==> config.mk <==
export PLATFORM = sky130hd
export DESIGN_NAME = pcm_msync_gen
export DESIGN_NICKNAME = d
export VERILOG_FILES = /design/src/rtl/pcm_msync_pkg.sv /design/src/rtl/msync_edge_sample.sv /design/src/rtl/msync_cfg_hold.sv /design/src/rtl/msync_count_chain.sv /design/src/rtl/pcm_msync_gen.sv
export SDC_FILE = /design/constraint.sdc
export NUM_CORES = 1
export LEC_CHECK = 0
export BUFFER_PORTS_ARGS = -buffer_cell sky130_fd_sc_hd__buf_2
export CAP_MARGIN = 10
export CORE_MARGIN = 1.5
export CORE_UTILIZATION = 28
export CTS_CLUSTER_SIZE = 28
export DETAILED_ROUTE_END_ITERATION = 12
export GPL_ROUTABILITY_DRIVEN = 0
export PLACE_DENSITY_LB_ADDON = 0.2
export SYNTH_ARGS = -nofsm -noshare
export SYNTH_HDL_FRONTEND = slang
export SYNTH_SLANG_ARGS = --single-unit
==> constraint.sdc <==
create_clock -name clk -period 5.3 [get_ports clk]
set_clock_uncertainty 0.1 [all_clocks]
set_input_delay 0.265 -clock clk [delete_from_list [all_inputs] [get_ports clk]]
set_output_delay 0.265 -clock clk [all_outputs]
set_load 0.02 [all_outputs]
==> src/rtl/pcm_msync_pkg.sv <==
package pcm_msync_pkg;

    localparam int BIT_W = 9;
    localparam int FRM_W = 6;
    localparam int MF_W  = 6;

    typedef logic [BIT_W-1:0] bit_idx_t;
    typedef logic [FRM_W-1:0] frm_idx_t;
    typedef logic [MF_W-1:0]  mf_idx_t;

    typedef struct packed {
        bit_idx_t frame_len;
        frm_idx_t mf_len;
        mf_idx_t  mf_per;
        bit_idx_t bit_dly;
        frm_idx_t frm_dly;
    } timing_cfg_t;

    typedef struct packed {
        bit_idx_t bit_n;
        frm_idx_t frm_n;
        mf_idx_t  mf_n;
    } stream_pos_t;

    // Zero lengths act as one; delays saturate at length minus one.
    function automatic timing_cfg_t normalize_cfg(timing_cfg_t raw);
        timing_cfg_t c;
        c = raw;
        if (c.frame_len == '0) c.frame_len = bit_idx_t'(1);
        if (c.mf_len == '0)    c.mf_len    = frm_idx_t'(1);
        if (c.mf_per == '0)    c.mf_per    = mf_idx_t'(1);
        if (c.bit_dly >= c.frame_len) c.bit_dly = c.frame_len - bit_idx_t'(1);
        if (c.frm_dly >= c.mf_len)    c.frm_dly = c.mf_len - frm_idx_t'(1);
        return c;
    endfunction

    // Position to load on a realignment so that the chain reaches
    // bit 0 / frame 0 exactly bit_dly + frm_dly*frame_len clocks later.
    function automatic stream_pos_t realign_pos(timing_cfg_t c);
        stream_pos_t p;
        if (c.bit_dly == '0) begin
            p.bit_n = '0;
            p.frm_n = (c.frm_dly == '0) ? '0 : c.mf_len - c.frm_dly;
        end else begin
            p.bit_n = c.frame_len - c.bit_dly;
            p.frm_n = c.mf_len - frm_idx_t'(1) - c.frm_dly;
        end
        p.mf_n = (c.bit_dly == '0 && c.frm_dly == '0) ? '0 : c.mf_per - mf_idx_t'(1);
        return p;
    endfunction

    function automatic logic at_origin(stream_pos_t p);
        return (p.bit_n == '0) && (p.frm_n == '0);
    endfunction

endpackage

==> src/rtl/msync_edge_sample.sv <==
module msync_edge_sample (
    input  logic clk,
    input  logic rst,
    input  logic ext_sync,
    output logic sync_seen
);
    // Reference is captured on the falling edge, half a period ahead of
    // the rising edge that acts on it.
    always_ff @(negedge clk) begin
        if (rst) sync_seen <= 1'b0;
        else     sync_seen <= ext_sync;
    end
endmodule

==> src/rtl/msync_cfg_hold.sv <==
module msync_cfg_hold
    import pcm_msync_pkg::*;
(
    input  logic        clk,
    input  logic        rst,
    input  logic        take,
    input  timing_cfg_t raw_cfg,
    output timing_cfg_t live_norm,
    output timing_cfg_t held_cfg
);
    assign live_norm = normalize_cfg(raw_cfg);

    always_ff @(posedge clk) begin
        if (rst || take) held_cfg <= live_norm;
    end

    // active settings move only on a multiframe start or realignment
    a_r9_held_stable: assert property (@(posedge clk) disable iff (rst)
        !take |=> $stable(held_cfg));

    // no active length is ever zero
    a_r10_held_nonzero: assert property (@(posedge clk) disable iff (rst)
        (held_cfg.frame_len != '0) && (held_cfg.mf_len != '0) && (held_cfg.mf_per != '0));
endmodule

==> src/rtl/msync_count_chain.sv <==
module msync_count_chain
    import pcm_msync_pkg::*;
(
    input  logic        clk,
    input  logic        rst,
    input  logic        load,
    input  timing_cfg_t live_norm,
    input  timing_cfg_t held_cfg,
    output stream_pos_t pos,
    output logic        mf_sync,
    output logic        boundary
);
    stream_pos_t nxt;
    logic        nxt_pulse;
    logic        bit_last;
    logic        frm_last;
    mf_idx_t     mf_inc;

    assign bit_last = (pos.bit_n == held_cfg.frame_len - bit_idx_t'(1));
    assign frm_last = (pos.frm_n == held_cfg.mf_len - frm_idx_t'(1));
    assign boundary = bit_last && frm_last;
    assign mf_inc   = pos.mf_n + mf_idx_t'(1);

    always_comb begin
        nxt       = pos;
        nxt_pulse = 1'b0;
        if (load) begin
            nxt       = realign_pos(live_norm);
            nxt_pulse = at_origin(nxt);
        end else if (boundary) begin
            nxt.bit_n = '0;
            nxt.frm_n = '0;
            nxt.mf_n  = (mf_inc >= live_norm.mf_per) ? '0 : mf_inc;
            nxt_pulse = 1'b1;
        end else if (bit_last) begin
            nxt.bit_n = '0;
            nxt.frm_n = pos.frm_n + frm_idx_t'(1);
        end else begin
            nxt.bit_n = pos.bit_n + bit_idx_t'(1);
        end
    end

    always_ff @(posedge clk) begin
        if (rst) begin
            pos     <= '0;
            mf_sync <= 1'b1;
        end else begin
            pos     <= nxt;
            mf_sync <= nxt_pulse;
        end
    end

    // pulse exactly at bit 0 of frame 0
    a_r5_pulse_at_origin: assert property (@(posedge clk) disable iff (rst)
        mf_sync == at_origin(pos));

    // bit position stays inside the frame and steps by one
    a_r2_bit_in_range: assert property (@(posedge clk) disable iff (rst)
        pos.bit_n < held_cfg.frame_len);
    a_r2_bit_steps: assert property (@(posedge clk) disable iff (rst)
        (!load && !bit_last) |=> pos.bit_n == $past(pos.bit_n) + bit_idx_t'(1));

    // frame position stays inside the multiframe and steps on bit wrap
    a_r3_frame_in_range: assert property (@(posedge clk) disable iff (rst)
        pos.frm_n < held_cfg.mf_len);
    a_r3_frame_steps: assert property (@(posedge clk) disable iff (rst)
        (!load && bit_last && !frm_last) |=>
            (pos.frm_n == $past(pos.frm_n) + frm_idx_t'(1)) && (pos.bit_n == '0));

    // multiframe position stays inside the period
    a_r4_mf_in_range: assert property (@(posedge clk) disable iff (rst)
        pos.mf_n < held_cfg.mf_per);
endmodule

==> src/rtl/pcm_msync_gen.sv <==
module pcm_msync_gen
    import pcm_msync_pkg::*;
(
    input  logic             clk,
    input  logic             rst,
    input  logic             ext_sync,
    input  logic [BIT_W-1:0] frame_len,
    input  logic [FRM_W-1:0] mf_len,
    input  logic [MF_W-1:0]  mf_per_period,
    input  logic [BIT_W-1:0] bit_delay,
    input  logic [FRM_W-1:0] frame_delay,
    output logic             mf_sync,
    output logic [BIT_W-1:0] bit_pos,
    output logic [FRM_W-1:0] frame_pos,
    output logic [MF_W-1:0]  mf_pos
);
    timing_cfg_t raw_cfg;
    timing_cfg_t live_norm;
    timing_cfg_t held_cfg;
    stream_pos_t pos;
    logic        sync_seen;
    logic        boundary;

    assign raw_cfg = '{frame_len: frame_len, mf_len: mf_len, mf_per: mf_per_period,
                       bit_dly: bit_delay, frm_dly: frame_delay};

    msync_edge_sample u_sample (
        .clk       (clk),
        .rst       (rst),
        .ext_sync  (ext_sync),
        .sync_seen (sync_seen)
    );

    msync_cfg_hold u_cfg (
        .clk       (clk),
        .rst       (rst),
        .take      (sync_seen || boundary),
        .raw_cfg   (raw_cfg),
        .live_norm (live_norm),
        .held_cfg  (held_cfg)
    );

    msync_count_chain u_chain (
        .clk       (clk),
        .rst       (rst),
        .load      (sync_seen),
        .live_norm (live_norm),
        .held_cfg  (held_cfg),
        .pos       (pos),
        .mf_sync   (mf_sync),
        .boundary  (boundary)
    );

    assign bit_pos   = pos.bit_n;
    assign frame_pos = pos.frm_n;
    assign mf_pos    = pos.mf_n;
endmodule

**Yosys cells after proc, flatten, opt, wreduce, memory -nomap -nowiden**

Cells that the tools add are included.

- Output and inout port bits: 22
- Logic and storage cells: 54
- Register bits: 38
- Input bits: 39

- Reductions and logical operators: 14
- $lt $le $gt $ge: 3
- Mux-type cells: 17
- Equal/unequal tests: 2
- Add/sub/neg operators: 11

Operators with widths:

| kind | number |
|---|---|
| 6-bit 2-to-1 mux | 8 |
| 15-bit 2-to-1 mux | 3 |
| 9-bit logical NOT | 3 |
| 9-bit 2-to-1 mux | 3 |
| 6-bit logical NOT | 4 |
| 21-bit 2-to-1 mux | 1 |
| 6-bit by 1-bit subtractor with 6-bit output, second input constant | 3 |
| 9-bit by 1-bit subtractor with 9-bit output, second input constant | 2 |
| 6-bit by 1-bit adder with 6-bit output, second input constant | 2 |
| 6-bit greater-or-equal comparator | 2 |
| 6-bit subtractor | 2 |
| 9-bit by 1-bit adder with 9-bit output, second input constant | 1 |
| 9-bit equality test | 1 |
| 9-bit greater-or-equal comparator | 1 |
| 9-bit subtractor | 1 |
| 6-bit equality test | 1 |
| 1-bit logical AND | 3 |
| 3-bit nonzero test | 1 |
| 1-bit logical OR | 2 |
| 1-bit 2-to-1 mux | 2 |
| 2-bit nonzero test | 1 |

**Longest topological paths before layout**

- Word-level depth: 11
- Gate-level depth with buffers: 25
- Gate-level depth less buffers: 24

**Modules after synthesis**

Synthesis repeated with hierarchy kept, for this count alone.

- Cell total of the unflattened synthesis: 524
- Area total of the unflattened synthesis: 4714.5 µm²

By module, submodules not included:

| module | instances | cells an instance | area an instance (µm²) | sequential area each (µm²) |
|---|---|---|---|---|
| msync_count_chain | 1 | 362 | 2746.4 | 440.4 |
| msync_cfg_hold | 1 | 158 | 1924.3 | 1081.0 |
| msync_edge_sample | 1 | 3 | 37.5 | 20.0 |
| pcm_msync_gen | 1 | 1 | 6.3 | 0.0 |

==> results.cfg <==
[logic_synthesis]
ys_ff_latch = 38
syn_avg_cell_area_um2 = 8.073
synth_fp_nets = 623
synth_ff_type = dfxtp_1
synth_cell_types = 73
synth-edff-count = 15
synth-seq-area-share_pct = 21.09
syn_area_mm2 = 0.004319
ys_warn_count = 0
synthArstFlopShare_pct = 0
syn-instance-count = 535

[die]
dieArea_mm2 = 0.01618
start_util_pct = 28.52
ios = 61
rows = 45
fp.dieW_um = 127.2
coreArea_mm2 = 0.01515
fp.dieH_um = 127.2

[finish]
nNetsFinal = 670
regArea_um2 = 910.9
multiInputGateArea_mm2 = 0.003114
final_cells = 771
final_util_pct = 32.99
num-fill-cells = 1597
final_area_mm2 = 0.004997
diodes = 0
area_delta_synth_final_pct = 15.70
drive_gt1_share_pct = 16.64

[power]
finalPower_mw = 1.277
intPower_mw = 0.8205
power.density_mw_per_mm2 = 255.6
p_seq_share_pct = 29.0
peakVddDrop_uv = 135.7
share_comb_of_total_power_pct = 40.7
swShare_pct = 35.77
switching_power_mw = 0.4569
p_leak_nw = 2.146
p_clk_share_pct = 30.3

[sta]
tightest_slew_ps = 738.6
postLayoutSetupSlackWorst_ps = 492.5
slew_violations = 0
period_share_pct = 90.71
fmax_mhz = 208.0
setup_viol = 0
rsz0062_at_grt = false
tns_ps = 0
hold_viol = 0
fin_hold_ws_ps = 133.2
relSlewSlack_pct = 50.12
period_needed_ps = 4807

[clock_network]
path_clk_slew_ps = 60
cts_tree = yes
clk_path_buf_depth = 2
cts_max_level = 2
post_cts_resized = 0
cts_buffers = 5
cts_setup_buffers = 0
clock_latency_ps = 360
cts_sinks = 38
clockRootBuffer = clkbuf_16
ctsHoldBuffers = 0

[outcome]
outcome = finished, final reports clean

[grt]
grt_overflow = 0
grt_first_pass_wirelength_mm = 19.38
grt_max_degree = 22
antenna_found_initial = 0
grtUsageTotal_pct = 14.78
grt_pass1_vias = 3924

[route]
num_vias = 3996
wl_per_cell_um = 15.23
wirelength_mm = 11.74
dr.pass1.iters = 4
viasPerCell = 5.183
drtIter0Drc = 158
drc = 0
ant_nets = 0

[worst_setup_path]
criticalPathCategory = input pin to register
path_cells = buf_2 -> inv_1 -> nand3_1 -> nor4_1 -> a31oi_1 -> inv_1 -> ha_1 -> nor2b_1 -> o21ai_1 -> a21oi_4 -> nand2_1 -> nand2_1 -> o21a_1 -> inv_1 -> ha_1 -> a21o_1 -> nor2b_1 -> a311o_1 -> a41oi_1 -> o21ai_0 -> o211a_1 -> o41ai_2 -> o311ai_1 -> nor3_2
worst-path-max-fanout = 6
slowest_stage = nor4_1
r2r_slack_ps = 540
max_stage_delay_ps = 400
arrival_ps = 4920
critPathCaptureType = register
critPathLaunchType = input pin
crit_required_ps = 5410
cp_common_cell = inv_1

[place]
dp_cells = 763
portBuffers = 60
placed_cell_area_mm2 = 0.004800
dp_slack_ps = 190.6
hpwlAfterDp_mm = 9.625

[job]
cap_violations = 0

[min_path]
hp-class = input pin to register
-- kinds of logic after synthesis --
logic type	count (synthesis)	share of synthesized area, %
simple gates	173	20.71
xor+xnor	57	11.73
buf+inv	75	7.010
mux	11	2.549
compound gates	131	21.96
flops	38	21.09
fa+ha+maj	50	14.95
-- registers in the layout, indices dropped and copies added (netlist names) --
name,flops
u_sample.sync_seen,1
u_chain.pos,21
u_chain.mf_sync,1
u_cfg.held_cfg,15
-- layout by cell type, fill, tap and decap left out, types with 21 or more instances in the layout --
| cell type | Yosys | routed |
|---|---|---|
| nand3_1 | 25 | 25 |
| buf_2 | 4 | 60 |
| nand2_1 | 34 | 34 |
| inv_1 | 44 | 44 |
| nor2_1 | 35 | 34 |
| xor2_1 | 25 | 25 |
| ha_1 | 46 | 46 |
| nor3_1 | 21 | 21 |
| xnor2_1 | 31 | 31 |
| dfxtp_1 | 23 | 23 |
| a21oi_1 | 23 | 23 |
| o21ai_0 | 22 | 22 |
-- cell type report --
type | count | area share (%)
inverter | 43 | 3.230
sequential | 38 | 18.23
multi-input combinational | 422 | 62.32
clock buffer | 5 | 2.504
timing repair buffer | 71 | 7.661
tap | 188 | 4.707
clock inverter | 4 | 1.352
-- worst max-delay path: cells and delay by family --
kind | cells | cell delay [ps]
adders and majority gates | 2 | 510
and+or+nand+nor | 7 | 1120
AOI/OAI and AO/OA | 11 | 2580
buffers and inverters | 4 | 430
-- power groups by stage --
stage	sequential [mW]	clock, mW	combinational, mW
final	0.370	0.388	0.520
after global routing	0.376	0.409	0.576
after CTS	0.371	0.397	0.517
after detailed placement	0.378	0.00236	0.513
after global placement	0.376	0.00236	0.509
after floorplan	0.386	0.00236	0.361
-- cell usage after synthesis, types with 3 or more instances --
master	count	share of area, %
a2111oi_0	3	0.61
a211oi_1	4	0.70
a21o_1	8	1.4
a21oi_1	23	2.7
a311oi_1	4	0.81
a31oi_1	4	0.58
a41oi_1	3	0.61
and3_1	3	0.43
buf_2	4	0.46
clkbuf_1	24	2.1
dfxtp_1	23	11
edfxtp_1	15	10
fa_1	3	1.4
ha_1	46	13
inv_1	44	3.8
mux2i_1	11	2.5
nand2_1	34	3.0
nand2b_1	8	1.2
nand3_1	25	2.9
nand3b_1	4	0.70
nand4_1	5	0.72
nor2_1	35	3.0
nor2b_1	10	1.4
nor3_1	21	2.4
nor3b_1	6	1.0
nor4_1	5	0.72
o21a_1	4	0.70
o21ai_0	22	2.5
o21ai_1	4	0.46
o21bai_1	4	0.70
o22ai_1	12	1.7
o311ai_0	3	0.61
o31ai_1	3	0.52
or2_2	3	0.43
xnor2_1	31	6.3
xor2_1	25	5.1
-- routing by layer --
layer,vias up,routed length [µm],global-route usage (%)
li1,2031,-,-
met5,-,0,0
met1,1879,5621,19.39
met3,13,354,1.466
met4,0,193,5.214
met2,73,5571,25.35
-- path summary, 6_finish.rpt --
path | startpoint | to | depth (start not counted)
worst min-delay path | mf_len[4] | u_cfg.held_cfg[25]$_DFFE_PP_ | 1
worst max register to register | u_sample.sync_seen$_SDFF_NP0_ | u_chain.mf_sync$_SDFF_PP1_ | 5
worst min register to register | u_chain.pos[1]$_SDFFE_PP0P_ | u_chain.pos[1]$_SDFFE_PP0P_ | 2
worst max-delay path | frame_len[6] | u_chain.mf_sync$_SDFF_PP1_ | 24
Note: power is estimated with default switching activity, not from simulation.
